## config.mk

```make
export PLATFORM = sky130hd
export DESIGN_NAME = dual_path_xcvr
export DESIGN_NICKNAME = d
export VERILOG_FILES = /design/src/rtl/dual_path_xcvr.sv
export SDC_FILE = /design/constraint.sdc
export NUM_CORES = 1
export LEC_CHECK = 0
export ABC_AREA = 1
export BUFFER_PORTS_ARGS = -buffer_cell sky130_fd_sc_hd__buf_2
export CORE_ASPECT_RATIO = 0.75
export CORE_MARGIN = 10
export CORE_UTILIZATION = 52
export CTS_CLUSTER_SIZE = 16
export DETAILED_ROUTE_END_ITERATION = 8
export PLACE_DENSITY = 0.85
export SLEW_MARGIN = 15
export SYNTH_ARGS = -nofsm -noshare
export SYNTH_HDL_FRONTEND = slang
export SYNTH_SLANG_ARGS = --single-unit
export TNS_END_PERCENT = 30
```

## constraint.sdc

```tcl
create_clock -name clk -period 1.9 [get_ports clk]
set_clock_uncertainty 0.1 [all_clocks]
set_input_delay 0 -clock clk [delete_from_list [all_inputs] [get_ports clk]]
set_output_delay 0 -clock clk [all_outputs]
set_load 0.01 [all_outputs]
```

## src/rtl/dual_path_xcvr.sv

```systemverilog
module dual_path_xcvr #(
  parameter int W = 18
) (
  input  logic         clk,
  input  logic         rst_n,
  input  logic [W-1:0] a_in,
  output logic [W-1:0] a_out,
  output logic         a_drv,
  input  logic [W-1:0] b_in,
  output logic [W-1:0] b_out,
  output logic         b_drv,
  input  logic         oe_ab_n,
  input  logic         le_ab,
  input  logic         tclk_ab,
  input  logic         ce_ab_n,
  input  logic         oe_ba_n,
  input  logic         le_ba,
  input  logic         tclk_ba,
  input  logic         ce_ba_n
);

  logic [W-1:0] st_ab, st_ba;
  logic         tclk_ab_q, tclk_ba_q;
  logic         cap_ab, cap_ba;

  assign cap_ab = !le_ab && !ce_ab_n && tclk_ab && !tclk_ab_q;
  assign cap_ba = !le_ba && !ce_ba_n && tclk_ba && !tclk_ba_q;

  always_ff @(posedge clk or negedge rst_n) begin
    if (!rst_n) begin
      tclk_ab_q <= 1'b0;
      st_ab     <= '0;
    end else begin
      tclk_ab_q <= tclk_ab;
      if (le_ab || cap_ab) st_ab <= a_in;
    end
  end

  always_ff @(posedge clk or negedge rst_n) begin
    if (!rst_n) begin
      tclk_ba_q <= 1'b0;
      st_ba     <= '0;
    end else begin
      tclk_ba_q <= tclk_ba;
      if (le_ba || cap_ba) st_ba <= b_in;
    end
  end

  assign b_drv = !oe_ab_n;
  assign a_drv = !oe_ba_n;
  assign b_out = oe_ab_n ? '0 : (le_ab ? a_in : st_ab);
  assign a_out = oe_ba_n ? '0 : (le_ba ? b_in : st_ba);

  p_transp_r1: assert property (@(posedge clk) disable iff (!rst_n)
    (le_ab && b_drv) |-> (b_out == a_in));
  p_capture_r2: assert property (@(posedge clk) disable iff (!rst_n)
    (!le_ab && !ce_ab_n && tclk_ab && !tclk_ab_q) |=> (st_ab == $past(a_in)));
  p_hold_low_r3: assert property (@(posedge clk) disable iff (!rst_n)
    (!le_ab && !tclk_ab) |=> (st_ab == $past(st_ab)));
  p_ce_gate_r4: assert property (@(posedge clk) disable iff (!rst_n)
    (!le_ab && ce_ab_n) |=> (st_ab == $past(st_ab)));
  p_off_zero_r5: assert property (@(posedge clk) disable iff (!rst_n)
    !b_drv |-> (b_out == '0));
  p_stored_out_r6: assert property (@(posedge clk) disable iff (!rst_n)
    (b_drv && !le_ab) |-> (b_out == st_ab));
  p_transp_ba_r7: assert property (@(posedge clk) disable iff (!rst_n)
    (le_ba && a_drv) |-> (a_out == b_in));
  p_capture_ba_r7: assert property (@(posedge clk) disable iff (!rst_n)
    (!le_ba && !ce_ba_n && tclk_ba && !tclk_ba_q) |=> (st_ba == $past(b_in)));
  p_off_ba_r7: assert property (@(posedge clk) disable iff (!rst_n)
    !a_drv |-> (a_out == '0));
  p_close_r9: assert property (@(posedge clk) disable iff (!rst_n)
    $fell(le_ab) |-> (st_ab == $past(a_in)));

endmodule

```

After elaboration in Yosys (flattened, before gate mapping)
Cells that the tools add are included.
{"block": "op_classes", "n_mux": 4, "n_reduce_logical": 16}
{"operator": "$mux W18", "count": 4}
{"operator": "$logic_not A1 Y1", "count": 8}
{"operator": "$logic_and A1 B1 Y1", "count": 6}
{"operator": "$logic_or A1 B1 Y1", "count": 2}
{"block": "totals", "ff_bits": 38, "word_cells": 24}

Logic depth before layout (Yosys ltp)
{"block": "depth", "depth_word": 5, "depth_mapped": 6, "depth_no_buf": 5}

Worst setup path after synthesis
Ideal clock, no wire load.
{"block": "synth_path", "path_type": "flip-flop to flip-flop", "start": "register tclk_ba_q", "end": "register st_ba[10]", "arrival_ns": 0.838, "t_required_ns": 1.684, "slack_ns": 0.846, "stages_incl_launch_ff": 6, "path_buffers": 1, "cell_sequence": "dfrtp_1 > inv_1 > nand3_4 > buf_2 > nand3_1 > nand2_1"}
{"block": "synth_between", "elab_chain_cells": 3}
{"element": "from (decl)", "line": "23", "source": "logic tclk_ab_q, tclk_ba_q;"}
{"element": "from (signal assigned)", "line": "44", "source": "tclk_ba_q <= tclk_ba;"}
{"element": "$logic_not A1 Y1", "line": "27", "source": "assign cap_ba = !le_ba && !ce_ba_n && tclk_ba && !tclk_ba_q;"}
{"element": "$logic_and A1 B1 Y1", "line": "27"}
{"element": "$logic_or A1 B1 Y1", "line": "45", "source": "if (le_ba || cap_ba) st_ba <= b_in;"}
{"element": "to (signal assigned)", "line": "45"}
{"element": "to (decl)", "line": "22", "source": "logic [W-1:0] st_ab, st_ba;"}
No other way between the ends.
A chain may end at the register's enable or synchronous reset.

Worst setup path in the final report
{"block": "layout_path", "start": "register tclk_ba_q", "end": "register st_ba[0]"}
Same word-level chain as after synthesis.

==> flow_metrics.py <==
metrics = {
    "flow_run": {
        "drv_cap": 0,
    },
    "synthesis": {
        "synthSimpleGateAreaFrac_pct": 37.61,
        "synth_fa_ha_area_share_pct": 0,
        "netlist_instances": 282,
        "yosys_warnings": 0,
        "ys_seq_area_share_pct": 45.95,
        "synth_xor_area_share_pct": 0,
        "syn_area_sq_um": 2069,
        "ys_ff_latch": 38,
        "synth-compound-area-share_pct": 8.706,
        "syn_nets": 328,
        "yosysUniqueCellTypes": 14,
        "synthMuxAreaShare_pct": 0,
        "syn_area_per_cell_sq_um": 7.339,
        "synth_top_family_by_area": "simple AND/OR/NAND/NOR gates",
    },
    "clocking": {
        "cts.clk_slew.worst_paths_ns": 0.08,
        "cts_buffers": 5,
        "clock_path_buffers": 2,
        "cts_resized": 0,
        "clock_latency_ns": 0.29,
        "htreeDepth": 2,
        "clkSinkCount": 38,
        "cts_tree": "done",
        "root_buffer": "clkbuf_8",
    },
    "place": {
        "dp_slack_ns": 0.6540,
        "dpl-instance-area_sq_um": 2430,
        "dp_hpwl_microns": 4111,
        "io_buffers": 83,
        "dp_cells": 401,
        "routabilityCongestion": 0.8176,
    },
    "timing": {
        "fin_hold_ws_ns": 0.1046,
        "setup_slack_ns": 0.6479,
        "rsz0062_at_grt": "no",
        "hold_violations": 0,
        "setup_viol": 0,
        "timing.fmax_mhz": 798.7,
        "tightest_slew_ns": 0.8369,
        "finalCriticalPeriod_ns": 1.252,
        "relSlewSlack_pct": 44.21,
        "fin_setup_tns_ns": 0,
        "period_share_pct": 65.90,
        "final_max_slew_viol_count": 0,
    },
    "die": {
        "ios": 84,
        "core_sq_um": 3756,
        "initial_utilization_pct": 55.10,
        "std_cell_rows": 19,
        "die_y_microns": 74.64,
        "die_w_microns": 92.85,
        "dieArea_sq_um": 6929,
    },
    "route": {
        "wl_microns": 6441,
        "routed_via_density": 5.125,
        "drc": 0,
        "drtIter0Drc": 173,
        "dr.pass1.iters": 5,
        "drtAntennaViolNets": 0,
        "wl_per_cell_microns": 14.38,
        "vias": 2296,
    },
    "global_routing": {
        "grt-ovfl-total": 0,
        "grt_pass1_wl_microns": 10620,
        "grt_pass1_vias": 2230,
        "grt_start_max_net_pins": 39,
        "antenna_found_initial": 0,
        "track_usage_pct": 18.70,
    },
    "min_path": {
        "hp-class": "in2reg",
    },
    "final_layout": {
        "n_antenna_cell": 0,
        "area.growth.synth_to_final_pct": 41.60,
        "drive_above_1_share_pct": 24.75,
        "finish.net_count": 441,
        "instances_no_fill": 448,
        "final_area_sq_um": 2930,
    },
    "worst_setup_path": {
        "start_kind": "flip-flop",
        "required_ns": 2.03,
        "path_class": "reg2reg",
        "cp_max_fo": 19,
        "endpoint_kind": "flip-flop",
        "arrival_ns": 1.38,
    },
    "pwr": {
        "irDropWorstVdd_uv": 562.2,
        "p_leak_uw": 0.001597,
        "p_per_area_nw_per_um2": 695.6,
    },
    "run_status": {
        "status": "finished clean",
    },
}
synthesized netlist by cell type:
master	n	area [sq um]
buf_4	6	45.04
dfrtp_1	38	950.9
nand2_4	2	22.52
nand3_1	36	180.2
nand2_1	72	270.3
buf_2	4	20.02
o21ai_0	36	180.2
buf_6	4	45.04
inv_6	2	17.52
inv_2	1	3.750
clkbuf_2	2	10.01
nand3_4	2	35.03
nor2_1	72	270.3
inv_1	5	18.77
state kept, by name, summed over array words and instances, names as in the netlist:
name       count
st_ba         18
st_ab         18
tclk_ba_q      1
tclk_ab_q      1
cell type report:
type,count,area (sq um)
multi-input cells,220,958.4
flip-flops and latches,38,950.9
fillers,290,825.8
repair buffers,122,805.8
clock buffers,8,110.1
well taps,52,65.06
inverters,8,40.04
logic make-up after synthesis:
logic type	count (synthesis)
and+or+nand+nor	184
DFF	38
AOI/OAI and AO/OA	36
buffers and inverters	24
critical path, cell delays in order (launching register included):
cell     delay, ns
dfrtp_1       0.37
inv_1         0.08
nand3_4       0.22
nand2_4       0.27
nand2_1       0.08
nand2_1       0.07
worst paths after layout:
path / start / to / slack, ns / cells past startpoint
worst max register to register: tclk_ba_q / st_ba[0] / 0.65 / 5
worst min-delay path: ce_ab_n / st_ab[16] / 0.10 / 5
min in group asynchronous: rst_n / st_ab[4] / 0.27 / 2
worst max-delay path: tclk_ba_q / st_ba[0] / 0.65 / 5
max in group asynchronous: rst_n / st_ba[10] / 0.90 / 2
worst min register to register: st_ab[6] / st_ab[6] / 0.41 / 2
report_power, final:
part | total [uW] | internal, uW | switching, uW
registers | 929 | 887 | 42.3
logic | 465 | 202 | 263
clock network | 644 | 366 | 278
total | 2040 | 1460 | 583
what timing repair did:
item / in CTS / in global routing
endpoints found under the hold margin: 76 / 0
buffers inserted: 0 / 0
hold buffers: 39 / 0
endpoints found under the setup margin: 0 / 0
routing by layer:
metal | GRT usage [%] | part of all wire, % | vias up
met5 | 0 | 0 | -
met4 | 8.191 | 2.6 | 0
met3 | 4.767 | 7.6 | 18
met2 | 33.05 | 50 | 92
met1 | 21.29 | 39 | 1058
li1 | - | - | 1128
metrics by stage:
step                      util (%)  total power [uW]
after global placement       64.69              1326
after CTS                    78.01              2041
final                        78.01              2038
after floorplan                  -              1179
after detailed placement     64.69              1341
after global routing         78.01              2166
cells in the final DEF, fill, tap and decap left out:
master	instances
buf_2	83
clkbuf_8	8
dfrtp_1	38
dlygate4sd3_1	39
inv_1	5
inv_2	1
inv_6	2
nand2_1	72
nand2_4	2
nand3_1	36
nand3_4	2
nor2_1	72
o21ai_0	36
(Power assumes the default switching activity.)
